File: config.mk
export PLATFORM = sky130hd
export DESIGN_NAME = rx_da_filter
export DESIGN_NICKNAME = d
export VERILOG_FILES = /design/src/rtl/rx_da_filter_pkg.sv /design/src/rtl/rx_da_capture.sv /design/src/rtl/rx_da_hash.sv /design/src/rtl/rx_da_decide.sv /design/src/rtl/rx_da_filter.sv
export SDC_FILE = /design/constraint.sdc
export NUM_CORES = 1
export LEC_CHECK = 0
export ABC_AREA = 1
export CORE_AREA = 3 3 93 118
export CTS_BUF_LIST = sky130_fd_sc_hd__clkbuf_8
export DETAILED_ROUTE_END_ITERATION = 10
export DIE_AREA = 0 0 96 121
export PLACE_DENSITY_LB_ADDON = 0.12
export SYNTH_ARGS = -nofsm -noshare
export SYNTH_HDL_FRONTEND = slang
export SYNTH_SLANG_ARGS = --single-unit
File: constraint.sdc
create_clock -name clk -period 5.5 [get_ports clk]
set_clock_uncertainty 0.05 [all_clocks]
set_input_delay 1.1 -clock clk [delete_from_list [all_inputs] [get_ports clk]]
set_output_delay 1.1 -clock clk [all_outputs]
set_load 0.05 [all_outputs]
File: src/rtl/rx_da_filter_pkg.sv
package rx_da_filter_pkg;
  localparam int unsigned CRC_W    = 32;
  localparam logic [CRC_W-1:0] CRC_POLY = 32'h04C11DB7;

  // One byte into the MSB-first CRC register, bit 0 of the byte first.
  function automatic logic [CRC_W-1:0] crc_feed_byte(input logic [CRC_W-1:0] c,
                                                     input logic [7:0] b);
    logic [CRC_W-1:0] r;
    r = c;
    for (int i = 0; i < 8; i++) begin
      if (r[CRC_W-1] ^ b[i]) r = {r[CRC_W-2:0], 1'b0} ^ CRC_POLY;
      else                   r = {r[CRC_W-2:0], 1'b0};
    end
    return r;
  endfunction
endpackage

File: src/rtl/rx_da_capture.sv
module rx_da_capture #(
  parameter int BYTE_W   = 8,
  parameter int DA_BYTES = 6,
  parameter int DA_W     = BYTE_W * DA_BYTES
) (
  input  logic              clk,
  input  logic              rst,
  input  logic              in_valid,
  input  logic              in_sof,
  input  logic              in_eof,
  input  logic [BYTE_W-1:0] in_data,
  output logic              take,
  output logic              first,
  output logic [DA_W-1:0]   da,
  output logic              done_q,
  output logic              short_q
);
  localparam int CNT_W = $clog2(DA_BYTES + 1);
  localparam logic [CNT_W-1:0] LAST = CNT_W'(DA_BYTES - 1);

  logic [CNT_W-1:0] cnt_q;
  logic [CNT_W-1:0] pos;
  logic             active_q;

  assign first = in_valid && in_sof;
  assign take  = first || (in_valid && active_q);
  assign pos   = in_sof ? '0 : cnt_q;

  // Destination byte store, byte 0 in the low lane.
  always_ff @(posedge clk) begin
    for (int k = 0; k < DA_BYTES; k++) begin
      if (take && pos == CNT_W'(k)) da[k*BYTE_W +: BYTE_W] <= in_data;
    end
  end

  always_ff @(posedge clk) begin
    if (rst) begin
      cnt_q    <= '0;
      active_q <= 1'b0;
      done_q   <= 1'b0;
      short_q  <= 1'b0;
    end else begin
      done_q  <= 1'b0;
      short_q <= 1'b0;
      if (take) begin
        cnt_q <= pos + 1'b1;
        if (pos == LAST) begin
          done_q   <= 1'b1;
          active_q <= 1'b0;
        end else if (in_eof) begin
          short_q  <= 1'b1;
          active_q <= 1'b0;
        end else begin
          active_q <= 1'b1;
        end
      end
    end
  end
endmodule

File: src/rtl/rx_da_hash.sv
module rx_da_hash
  import rx_da_filter_pkg::*;
#(
  parameter int BYTE_W = 8,
  parameter int IDX_W  = 6
) (
  input  logic              clk,
  input  logic              rst,
  input  logic              take,
  input  logic              first,
  input  logic [BYTE_W-1:0] in_data,
  output logic [IDX_W-1:0]  idx
);
  logic [CRC_W-1:0] crc_q;
  logic [CRC_W-1:0] crc_base;

  assign crc_base = first ? '1 : crc_q;

  always_ff @(posedge clk) begin
    if (rst)       crc_q <= '1;
    else if (take) crc_q <= crc_feed_byte(crc_base, in_data[7:0]);
  end

  assign idx = crc_q[CRC_W-1 -: IDX_W];
endmodule

File: src/rtl/rx_da_decide.sv
module rx_da_decide #(
  parameter int BYTE_W    = 8,
  parameter int DA_BYTES  = 6,
  parameter int HASH_HALF = 32,
  parameter int DA_W      = BYTE_W * DA_BYTES,
  parameter int HI_W      = 2 * BYTE_W,
  parameter int LO_W      = DA_W - HI_W,
  parameter int IDX_W     = $clog2(2 * HASH_HALF)
) (
  input  logic                 clk,
  input  logic                 rst,
  input  logic                 done_q,
  input  logic                 short_q,
  input  logic                 first,
  input  logic [DA_W-1:0]      da,
  input  logic [IDX_W-1:0]     idx,
  input  logic                 cfg_bc_reject,
  input  logic                 cfg_hash_all,
  input  logic                 cfg_promisc,
  input  logic [HI_W-1:0]      cfg_addr_hi,
  input  logic [LO_W-1:0]      cfg_addr_lo,
  input  logic [HASH_HALF-1:0] cfg_hash_lo,
  input  logic [HASH_HALF-1:0] cfg_hash_hi,
  output logic                 dec_valid,
  output logic                 dec_accept,
  output logic                 dec_miss
);
  localparam int HI_BYTES = HI_W / BYTE_W;

  logic [DA_W-1:0]        station;
  logic [2*HASH_HALF-1:0] table_w;
  logic                   is_bcast, use_hash, hit, fire;

  // Station address in arrival order: first bytes from the upper word, MSB lane first.
  for (genvar k = 0; k < DA_BYTES; k++) begin : g_station
    if (k < HI_BYTES) begin : g_hi
      assign station[k*BYTE_W +: BYTE_W] = cfg_addr_hi[(HI_BYTES-k)*BYTE_W-1 -: BYTE_W];
    end else begin : g_lo
      assign station[k*BYTE_W +: BYTE_W] = cfg_addr_lo[(DA_BYTES-k)*BYTE_W-1 -: BYTE_W];
    end
  end

  assign table_w  = {cfg_hash_hi, cfg_hash_lo};
  assign is_bcast = &da;
  assign use_hash = da[0] || cfg_hash_all;
  assign fire     = done_q || short_q;

  always_comb begin
    if (short_q)       hit = 1'b0;
    else if (is_bcast) hit = !cfg_bc_reject;
    else if (use_hash) hit = table_w[idx];
    else               hit = (da == station);
  end

  always_ff @(posedge clk) begin
    if (rst) begin
      dec_valid  <= 1'b0;
      dec_accept <= 1'b0;
      dec_miss   <= 1'b0;
    end else begin
      dec_valid <= fire;
      if (fire) begin
        dec_accept <= hit || cfg_promisc;
        dec_miss   <= !hit && cfg_promisc;
      end else if (first) begin
        dec_accept <= 1'b0;
        dec_miss   <= 1'b0;
      end
    end
  end
endmodule

File: src/rtl/rx_da_filter.sv
module rx_da_filter #(
  parameter int BYTE_W    = 8,
  parameter int DA_BYTES  = 6,
  parameter int HASH_HALF = 32
) (
  input  logic                              clk,
  input  logic                              rst,
  input  logic                              in_valid,
  input  logic                              in_sof,
  input  logic                              in_eof,
  input  logic [BYTE_W-1:0]                 in_data,
  input  logic                              cfg_bc_reject,
  input  logic                              cfg_hash_all,
  input  logic                              cfg_promisc,
  input  logic [2*BYTE_W-1:0]               cfg_addr_hi,
  input  logic [(DA_BYTES-2)*BYTE_W-1:0]    cfg_addr_lo,
  input  logic [HASH_HALF-1:0]              cfg_hash_lo,
  input  logic [HASH_HALF-1:0]              cfg_hash_hi,
  output logic                              dec_valid,
  output logic                              dec_accept,
  output logic                              dec_miss
);
  localparam int DA_W  = BYTE_W * DA_BYTES;
  localparam int IDX_W = $clog2(2 * HASH_HALF);

  logic             take_w, first_w, done_w, short_w;
  logic [DA_W-1:0]  da_w;
  logic [IDX_W-1:0] idx_w;

  rx_da_capture #(.BYTE_W(BYTE_W), .DA_BYTES(DA_BYTES), .DA_W(DA_W)) u_capture (
    .clk(clk), .rst(rst), .in_valid(in_valid), .in_sof(in_sof), .in_eof(in_eof),
    .in_data(in_data), .take(take_w), .first(first_w), .da(da_w),
    .done_q(done_w), .short_q(short_w)
  );

  rx_da_hash #(.BYTE_W(BYTE_W), .IDX_W(IDX_W)) u_hash (
    .clk(clk), .rst(rst), .take(take_w), .first(first_w), .in_data(in_data), .idx(idx_w)
  );

  rx_da_decide #(.BYTE_W(BYTE_W), .DA_BYTES(DA_BYTES), .HASH_HALF(HASH_HALF)) u_decide (
    .clk(clk), .rst(rst), .done_q(done_w), .short_q(short_w), .first(first_w),
    .da(da_w), .idx(idx_w), .cfg_bc_reject(cfg_bc_reject), .cfg_hash_all(cfg_hash_all),
    .cfg_promisc(cfg_promisc), .cfg_addr_hi(cfg_addr_hi), .cfg_addr_lo(cfg_addr_lo),
    .cfg_hash_lo(cfg_hash_lo), .cfg_hash_hi(cfg_hash_hi),
    .dec_valid(dec_valid), .dec_accept(dec_accept), .dec_miss(dec_miss)
  );
endmodule

### Word level (Yosys, flattened, before mapping)

Index checks and enable logic that the tools add are counted.

| storage, ports and cells | value |
|---|---|
| logic and storage cells | 95 |
| flip-flop bits (word level) | 89 |
| output and inout port bits | 3 |
| input bits | 128 |

| operators by class | value |
|---|---|
| order comparisons | 1 |
| mux-type cells | 36 |
| bitwise gates (word level) | 17 |
| $add $sub $neg | 1 |
| reductions and logical operators | 20 |
| equal/unequal tests | 6 |

Operators with widths:

| kind | number |
|---|---|
| 32-bit 2-to-1 mux | 15 |
| 27-bit 2-to-1 mux | 8 |
| 14-bit NOT | 8 |
| 48-bit equality test | 1 |
| 48-bit AND reduction | 1 |
| 1-bit 2-to-1 mux | 11 |
| 1-bit logical AND | 9 |
| 1-bit XOR | 8 |
| 6-bit by 7-bit < comparator with 1-bit output (second input constant) | 1 |
| 1-bit binary-select mux with 6-bit select | 1 |
| 3-bit by 2-bit equality test with 1-bit output (second input constant) | 2 |
| 3-bit equality test (second input constant) | 2 |
| 1-bit logical OR | 4 |
| 3-bit by 1-bit adder with 3-bit output (second input constant) | 1 |
| 3-bit by 1-bit equality test with 1-bit output (second input constant) | 1 |
| 3-bit logical NOT | 1 |
| 3-bit 2-to-1 mux | 1 |
| 3-bit OR reduction | 1 |
| 1-bit logical NOT | 2 |
| 2-bit nonzero test | 1 |
| 2-bit OR reduction | 1 |
| 1-bit NOT | 1 |

### Longest topological paths before layout

Gate-level depths: netlist of the first run.

| logic depth | value |
|---|---|
| depth in word-level cells | 32 |
| gate-level depth with buffers | 15 |
| mapped depth without buffers | 14 |

### Hierarchy

From an unflattened synthesis of the first run, not the netlist that was laid out.

| second synthesis, totals | value |
|---|---|
| cells, all modules | 869 |
| area, all modules | 6,017.0 um^2 |

By module, submodules not included:

| module | instances | area each (um^2) | cells each | sequential area each (um^2) |
|---|---|---|---|---|
| rx_da_hash | 1 | 2,414.8 | 402 | 640.6 |
| rx_da_capture | 1 | 1,859.3 | 102 | 1,561.5 |
| rx_da_decide | 1 | 1,742.9 | 365 | 60.1 |

### Worst setup path after synthesis of the first run

Ideal clock, no wire load.

| timing | value |
|---|---|
| path type | input port to flip-flop |
| start | in in_valid |
| end | reg u_capture.da[32], enable pin |
| setup slack | 2,616 ps |
| buffers on the path | 3 |
| required time | 5,067 ps |
| arrival time | 2,451 ps |
| setup time | 383 ps |
| stages on the path | 7 |
| path through | nand2_2 -> buf_6 -> inv_1 -> buf_2 -> nor2_1 -> clkbuf_1 -> nor3_1 |

| on the way | value |
|---|---|
| longest elaborated chain between the ends | 3 |
| elaborated cells on any way between the ends | 4 |
| classes of those cells | reduce/logical (4) |

RTL lines:

| what | line | RTL |
|---|---|---|
| from (decl) | rx_da_filter.sv:8 | `input logic in_valid,` |
| 1-bit logical AND, on equally long branches | rx_da_capture.sv:25, rx_da_capture.sv:26 |  |
| 1-bit logical OR * | rx_da_capture.sv:26 | `assign take = first \|\| (in_valid && active_q);` |
| 1-bit logical AND * | rx_da_capture.sv:32 | `if (take && pos == CNT_W'(k)) da[k*BYTE_W +: BYTE_W] <= in_data;` |
| to (signal, indexed assignment) | rx_da_capture.sv:32 |  |
| to (decl) | rx_da_capture.sv:14 | `output logic [DA_W-1:0] da,` |

Every way passes the cells marked *; elsewhere a longest branch is shown, timed or not.
A chain may end at the register's enable or synchronous reset.

### Worst setup path in the final report of the first run

| timing | value |
|---|---|
| start | in in_sof |
| end | reg u_capture.da[11], enable pin |

| on the way | value |
|---|---|
| longest elaborated chain between the ends | 3 |
| elaborated cells on any way between the ends | 5 |
| classes of those cells | eq/ne (1); mux (1); reduce/logical (3) |

RTL lines:

| what | line | RTL |
|---|---|---|
| from (decl) | rx_da_filter.sv:9 | `input logic in_sof,` |
| 3-bit 2-to-1 mux or 1-bit logical AND (tied branches) | rx_da_capture.sv:27, rx_da_capture.sv:25 |  |
| 3-bit by 1-bit equality test with 1-bit output or 1-bit logical OR (tied branches) | rx_da_capture.sv:32, rx_da_capture.sv:26 |  |
| 1-bit logical AND * | rx_da_capture.sv:32 |  |

Marked as above.

==> Implementation_results.wiki, run 1 <==
{| class="wikitable"
! Metric !! Value
|-
| Async set-or-reset flop fraction in the synthesized netlist || 0%
|-
| Clock tree from TritonCTS || done
|-
| Gate Count Post-Synth || around 700
|-
| Proportion of synthesized chip area in sequential cells || 40.92%
|-
| Setup TNS || 0 ns
|-
| Wire per inst || 15.82 microns
|-
| Buffers and inverters on the worst path || 3
|-
| Period Utilization, post-route || 70.68%
|-
| Setup repair after global routing missed its margin || no
|-
| Cell at the slowest stage of the critical path || sky130_fd_sc_hd__nor3_1
|-
| Top-level port count || 131
|-
| Arrival time at the worst endpoint || 3.85 ns
|-
| Detailed-route via count || 5,212
|-
| Fin crit period || between 3 and 4 ns
|-
| Half-perimeter wire length after placement || 12,020 microns
|-
| Worst-case reg-to-reg path depth || 11
|-
| Remaining global-route overflow || 0
|-
| Met3 GRT Util || around 4.3%
|-
| Area delta synth->final || 28.36%
|-
| ANT nets after route || 0
|-
| Buffers inserted by post-CTS timing repair || 0
|-
| Final net count || 972
|-
| Post-synth top flop || sky130_fd_sc_hd__edfxtp_1
|-
| Router iterations before antenna repair || 5
|-
| Total CTS buffers || 9
|-
| Area of the placeable core || 10,000 sq um
|-
| Hold buffer count at CTS || 0
|-
| Family with the most delay on the worst path || simple AND/OR/NAND/NOR gates
|-
| Distinct cell type count of the synthesized netlist || 42
|-
| Clock Path Buffers || 2
|-
| Global Route met2 Usage || 48.81%
|-
| Slowest stage delay, CP || 0.79 ns
|-
| Class of the tightest hold or removal check || flip-flop to flip-flop
|-
| Via count of the first global-routing pass || between 5,000 and 6,000
|-
| Deepest level of the CTS H-tree || 3
|-
| Die span in x || 96 microns
|-
| Post-detailed-route DRC marker count || 0
|-
| Maximum number of pins on one net before global-route repair || 34
|-
| Vias per cell || 5.357
|-
| Critical R2R Capture || u_hash.crc_q[12]
|-
| Top-area cell type share of the netlist area || 26.08%
|-
| Worst flop-to-flop path startpoint || u_hash.crc_q[26]
|-
| Full die area || around 12,000 sq um
|-
| Aggregate global-route resource usage || 26.90%
|-
| Hold Fails Final Rpt || 0
|-
| Initial antenna violation count || 0
|-
| Number of warnings issued by yosys || 0
|-
| Iteration-0 DRC Markers || 220
|-
| Number of core rows || 41
|-
| Post-route total power || 1750 uW
|-
| Buffer type at the clock tree root || sky130_fd_sc_hd__clkbuf_8
|-
| Static Leakage || 0.002965 uW
|-
| Average instance area after synthesis || ~7.7 sq um
|-
| Most used routing layer || met2
|-
| Clock transition time at the flip-flop clock pins of the worst setup and hold paths || approximately 0.1 ns
|-
| Number of max-cap violations || 0
|-
| Commonest cells in the synthesized netlist || sky130_fd_sc_hd__nand2_1 (174), sky130_fd_sc_hd__nand3_1 (82), sky130_fd_sc_hd__inv_1 (77)
|-
| Required time of the worst setup path || 5.46 ns
|-
| Cell with the most instances after synthesis || sky130_fd_sc_hd__nand2_1
|-
| Setup slack of the most critical reg-to-reg path || 2.75 ns
|-
| Achievable frequency || 0.2572 GHz
|-
| Synthesized Nets || 853
|-
| Cell chain of the critical path || clkdlybuf4s50_1, nand2_2, inv_1, nor2_2, buf_4, nor3_1
|-
| Start point of the worst hold path || u_capture.cnt_q[1]
|-
| Worst-Margin Slew || 1.196 ns
|-
| Met1 demand-to-capacity share in global routing || 29.03%
|-
| Setup violations, final || 0
|-
| Synthesized flop and latch total || between 80 and 90
|-
| Number of buffer cells added on primary ports || 130
|-
| Result of the run || finished clean
|-
| Number of instances resized during post-cts repair || 0
|-
| Maximum net fanout on the critical path || 21
|-
| Critical Path Sink Type || flip-flop
|-
| Relative max-transition margin || 19.67%
|-
| Cell taking the most area after synthesis || sky130_fd_sc_hd__edfxtp_1
|-
| Final antenna diode count || 0
|-
| Number of sinks handled by clock tree synthesis || 89
|-
| Worst-case vdd ir drop || ~0.15 mV
|-
| Routability cong. || 0.8590
|-
| Crit Path Class || input port to flip-flop
|-
| End point of the most critical hold path || u_capture.cnt_q[1]
|-
| Initial standard-cell utilization of the core || 55.26%
|-
| Latest clock arrival within the worst-skew pair || 0.38 ns
|-
| Biggest area contributors in the synthesized netlist || sky130_fd_sc_hd__edfxtp_1 (26%), sky130_fd_sc_hd__dfxtp_1 (15%), sky130_fd_sc_hd__nand2_1 (12%), sky130_fd_sc_hd__nand3_1 (7.4%), sky130_fd_sc_hd__xor2_1 (5.7%)
|-
| Worst hold path stage count || 2
|-
| Total wire length || 15,390 microns
|-
| Global-route wire length before repair || ~24,000 microns
|-
| Netlist area before placement || 5528 sq um
|-
| Chip height || 121 microns
|-
| PwrDens || around 250 nW/um^2
|-
| Share of layout cells above drive strength 1 || under 10%
|-
| Max-slew violation count || 0
|-
| Sort of element at the start of the critical path || input port
|-
| Post-synth EDFFs || 48
|}
[worst max path at each step]
stage / cells past startpoint / endpoint / start
6_report: 6 / u_capture.da[11] / in_sof
5_1_grt: 8 / u_hash.crc_q[1] / in_sof
4_1_cts: 6 / u_capture.da[9] / in_sof
3_5_place_dp: 6 / u_capture.da[13] / in_sof
3_3_place_gp: 8 / u_hash.crc_q[2] / in_sof
2_1_floorplan: 7 / u_capture.da[32] / in_valid
[cells in the final DEF, fill, tap and decap left out, drive strengths merged, types with 5 or more instances in the layout]
cell / instances
ha: 5
edfxtp: 48
nand4: 9
xor2: 43
o21ai: 41
nand2: 182
dfxtp: 41
clkbuf: 9
o211ai: 12
o22ai: 6
a21oi: 31
nor2: 65
inv: 85
clkdlybuf4s50: 130
nand3: 82
nor3: 13
xnor2: 17
or2: 5
[cell type report]
type                            instances  area (sq um)
Clock buffer                            9         123.9
Clock inverter                          7         72.57
Fill cell                             846          2908
Inverter                               83         321.6
Multi-Input combinational cell        523          2830
Sequential cell                        89          2262
Tap cell                              129         161.4
Timing Repair Buffer                  133          1324
[stage by stage]
step | cell area, sq um | util, % | hold WS [ns] | cells | setup slack [ns]
3_3_place_gp | 6899 | 68.97 | 0.4027 | 957 | 1.382
3_5_place_dp | 6899 | 68.97 | 0.3995 | 957 | 1.202
5_1_grt | 7096 | 70.93 | 0.4513 | 973 | 1.330
2_1_floorplan | 5528 | - | 0.3816 | 720 | 2.616
6_report | 7096 | 70.93 | 0.4213 | 973 | 1.613
4_1_cts | 7096 | 70.93 | 0.4183 | 973 | 1.625
[tightest hold or removal path: stages (launching register included)]
cell and delay, ns:
sky130_fd_sc_hd__dfxtp_1 0.32, sky130_fd_sc_hd__inv_1 0.06, sky130_fd_sc_hd__a21oi_1 0.06
[state kept, by name, indices dropped and copies added, names as in the netlist]
register,flops
u_hash.crc_q,32
u_capture.cnt_q,3
u_decide.dec_miss,1
u_decide.dec_accept,1
u_capture.short_q,1
u_capture.done_q,1
u_capture.active_q,1
u_decide.dec_valid,1
u_capture.da,48
[cells by family after synthesis]
kind of cell	count (synthesis)	share of synthesized area [%]
simple gates	361	28.29
buf+inv	108	7.922
compound gates	97	9.847
flops	89	40.92
xor+xnor	60	11.88
fa+ha+maj	5	1.132
[report_power, final]
group          internal [uW]  leakage (uW)  switching (uW)
Clock                    178     0.0000970             263
Sequential               738      0.000774            33.1
Combinational            240       0.00209             298
[metal layers]
layer	routed length, microns	share of wire [%]
met1	5858	38
met2	8176	53
met3	692	4.5
met4	661	4.3
met5	0	0
(Power assumes the default switching activity.)
==> run 2: changes to the inputs <==
--- a/config.mk
+++ b/config.mk
@@ -6,10 +6,10 @@
 export NUM_CORES = 1
 export LEC_CHECK = 0
 export ABC_AREA = 1
-export CORE_AREA = 3 3 93 118
+export CORE_AREA = 3 3 102 128
 export CTS_BUF_LIST = sky130_fd_sc_hd__clkbuf_8
 export DETAILED_ROUTE_END_ITERATION = 10
-export DIE_AREA = 0 0 96 121
+export DIE_AREA = 0 0 105 131
 export PLACE_DENSITY_LB_ADDON = 0.12
 export SYNTH_ARGS = -nofsm -noshare
 export SYNTH_HDL_FRONTEND = slang
==> constraint.sdc (replaced) <==
create_clock -name clk -period 3.5 [get_ports clk]
set_clock_uncertainty 0.05 [all_clocks]
set_input_delay 0.7 -clock clk [delete_from_list [all_inputs] [get_ports clk]]
set_output_delay 0.7 -clock clk [all_outputs]
set_load 0.05 [all_outputs]
==> Implementation_results.wiki, run 2 (same netlist as run 1, synthesis figures left out) <==
{| class="wikitable"
! Metric !! Value
|-
| Buffer type at the clock tree root || sky130_fd_sc_hd__clkbuf_8
|-
| Net switching share of the total power || 32.50% (-1.4 points)
|-
| Number of core rows || 45 (+9.8%)
|-
| Slowest stage delay, CP || 0.48 ns (-0.31 ns)
|-
| Router iterations before antenna repair || 4 (-1)
|-
| Sort of element at the start of the critical path || input port
|-
| Buffers and inverters on the worst path || 1 (-2)
|-
| Number of instances resized during post-cts repair || 0 (unchanged)
|-
| Final net count || 980 (+0.82%)
|-
| Part of the total power dissipated in sequential elements || 42.9% (-1.2 points)
|-
| Via count of the first global-routing pass || 5,044 (-0.69%)
|-
| Global-route wire length before repair || 25,230 microns (+5.6%)
|-
| Hold Fails Final Rpt || 0 (unchanged)
|-
| Relative max-transition margin || 30.85% (+11 points)
|-
| Start point of the worst hold path || u_capture.cnt_q[1]
|-
| Switching power total || 907.2 uW (+53%)
|-
| Area of the placeable core || 12,050 sq um (+20%)
|-
| Wire per inst || 15.53 microns (-1.8%)
|-
| Number of max-cap violations || 0 (unchanged)
|-
| Die span in x || 105 microns (+9.4%)
|-
| Routability cong. || 0.8831 (+2.8%)
|-
| Post-route total power || 2791 uW (+60%)
|-
| Setup repair after global routing missed its margin || no
|-
| Worst-case vdd ir drop || 0.2391 mV (+56%)
|-
| Period Utilization, post-route || 79.22%
|-
| Half-perimeter wire length after placement || 12,500 microns (+4.0%)
|-
| Detailed-route via count || 5,116 (-1.8%)
|-
| Aggregate global-route resource usage || 23.31% (-3.6 points)
|-
| Result of the run || finished clean
|-
| Critical Path Sink Type || flip-flop
|-
| Critical R2R Capture || u_hash.crc_q[11]
|-
| Initial antenna violation count || 0 (unchanged)
|-
| Buffers inserted by post-CTS timing repair || 0 (unchanged)
|-
| Static Leakage || 0.003006 uW (+1.4%)
|-
| Achievable frequency || 0.3607 GHz
|-
| Share of layout cells above drive strength 1 || 6.221% (+0.89 points)
|-
| Maximum number of pins on one net before global-route repair || 36 (+5.9%)
|-
| Number of sinks handled by clock tree synthesis || 89 (unchanged)
|-
| Setup TNS || 0 ns (unchanged)
|-
| Chip height || 131 microns (+8.3%)
|-
| CP dominant cell by count || sky130_fd_sc_hd__nand2_1
|-
| Cell chain of the critical path || clkdlybuf4s50_1, nand2_2, nand2_4, xnor2_4, xnor2_1, xnor2_1, nand3_1, nand2_1, nand2_1, nand3_1, nand2_1
|-
| Maximum net fanout on the critical path || 17 (-19%)
|-
| Flip-flop count of the largest register, all copies and words added || 48 (unchanged)
|-
| Met3 GRT Util || 4.373% (+0.093 points)
|-
| Combinational fraction of design power || 31.1% (+0.3 points)
|-
| Family with the most delay on the worst path || simple AND/OR/NAND/NOR gates
|-
| Top-level port count || 131 (unchanged)
|-
| Min setup slack post-route || 0.7272 ns (-0.8854 ns)
|-
| Met1 demand-to-capacity share in global routing || 25.61% (-3.4 points)
|-
| Remaining global-route overflow || 0 (unchanged)
|-
| Worst hold path stage count || 2 (unchanged)
|-
| Part of the power in the clock network || 26.0% (+0.8 points)
|-
| ANT nets after route || 0 (unchanged)
|-
| Hold buffer count at CTS || 0 (unchanged)
|-
| Vias per cell || 5.035 (-6.0%)
|-
| Setup slack of the most critical reg-to-reg path || 0.99 ns (-1.76 ns)
|-
| Setup violations, final || 0 (unchanged)
|-
| Worst-Margin Slew || 1.029 ns (-0.1664 ns)
|-
| Latest clock arrival within the worst-skew pair || 0.37 ns (about the same)
|-
| Arrival time at the worst endpoint || 2.99 ns (-0.86 ns)
|-
| Reg with most FFs || u_capture.da
|-
| Most used cells in the layout excluding fill and tap cells || sky130_fd_sc_hd__nand2_1 (174), sky130_fd_sc_hd__clkdlybuf4s50_1 (130), sky130_fd_sc_hd__nand3_1 (82), sky130_fd_sc_hd__inv_1 (77), sky130_fd_sc_hd__nor2_1 (64)
|-
| Clock tree from TritonCTS || done
|-
| Commonest non-fill, non-tap cell in the layout || sky130_fd_sc_hd__nand2_1
|-
| Total wire length || 15,780 microns (+2.5%)
|-
| Biggest regs || u_capture.da: 48 flops, u_hash.crc_q: 32 flops, u_capture.cnt_q: 3 flops
|-
| Worst-case reg-to-reg path depth || 10 (-1)
|-
| Worst flop-to-flop path startpoint || u_hash.crc_q[27]
|-
| Iteration-0 DRC Markers || 185 (-16%)
|-
| Required time of the worst setup path || 3.72 ns (-1.74 ns)
|-
| Post-detailed-route DRC marker count || 0 (unchanged)
|-
| End point of the most critical hold path || u_capture.cnt_q[1]
|-
| Number of buffer cells added on primary ports || 130 (unchanged)
|-
| Final antenna diode count || 0 (unchanged)
|-
| Worst slack after detailed placement || 0.3320 ns (-0.8695 ns)
|-
| Max-slew violation count || 0 (unchanged)
|-
| Class of the tightest hold or removal check || flip-flop to flip-flop
|-
| Fin util || 59.83% (-11 points)
|-
| Total CTS buffers || 9 (unchanged)
|-
| Internal power || 1884 uW (+63%)
|-
| PwrDens || 387.2 nW/um^2 (+57%)
|-
| Most used routing layer || met2
|-
| Crit Path Class || input port to flip-flop
|-
| Initial standard-cell utilization of the core || 45.88% (-9.4 points)
|-
| Clock Path Buffers || 2 (unchanged)
|-
| Cell at the slowest stage of the critical path || sky130_fd_sc_hd__clkdlybuf4s50_1
|-
| Full die area || 13,760 sq um (+18%)
|-
| Global Route met2 Usage || 44.43% (-4.4 points)
|-
| Area delta synth->final || 30.42%
|-
| Clock transition time at the flip-flop clock pins of the worst setup and hold paths || 0.09 ns (about the same)
|-
| Fin crit period || 2.773 ns
|-
| Deepest level of the CTS H-tree || 3 (unchanged)
|}
==> run 2: cell count changes in the layout (fill, tap and decap cells not counted), sizes merged <==
cell,delta
clkinv,-2
clkinvlp,+1
buf,+8
bufinv,+1
==> run 2: worst max-delay path by stage <==
stage | startpoint | end | slack [ns] | cells after the start
after global routing | in_sof | u_hash.crc_q[11] | 0.50 | 11
after global placement | in_sof | u_hash.crc_q[11] | 0.40 | 11
after floorplan | in_valid | u_capture.da[32] | 1.02 | 7
final | in_sof | u_hash.crc_q[11] | 0.73 | 11
after CTS | in_sof | u_hash.crc_q[11] | 0.73 | 11
after detailed placement | in_sof | u_hash.crc_q[11] | 0.33 | 11
==> run 2: tightest hold or removal path, delay by kind of cell (launching register included) <==
| kind | cells | cell delay (ns) |
|---|---|---|
| AO/OA/AOI/OAI | 1 | 0.06 |
| buffers and inverters | 1 | 0.07 |
| flip-flops | 1 | 0.31 |
==> run 2: layout make-up <==
class                      instances  area (sq um)
fill                            1143          4840
multi-input combinational        523          2830
sequential                        89          2262
timing repair buffer             141          1384
inverter                          83         321.6
tap                              164         205.2
clock buffer                       9         123.9
clock inverter                     7         82.58
==> run 2: power by group through the flow <==
stage / Combinational (uW) / Clock (uW) / Sequential (uW)
after floorplan: 573 / 0 / 1210
after global placement: 851 / 0 / 1220
after detailed placement: 867 / 0 / 1220
after CTS: 874 / 740 / 1200
after global routing: 967 / 792 / 1210
final: 868 / 724 / 1200
==> run 2: through the flow <==
stage	hold slack (ns)	instance area, sq um	std cells
after global placement	0.3976	7003	1000
after CTS	0.4196	7209	1016
final	0.4244	7209	1016
after global routing	0.4558	7209	1016
after detailed placement	0.4057	7003	1000
after floorplan	0.3816	5528	720
==> run 2: routing by layer <==
layer	up-vias	share of wire [%]
met5	-	0
met4	0	3.0
met3	23	4.2
met2	131	55
met1	2358	38
li1	2604	-
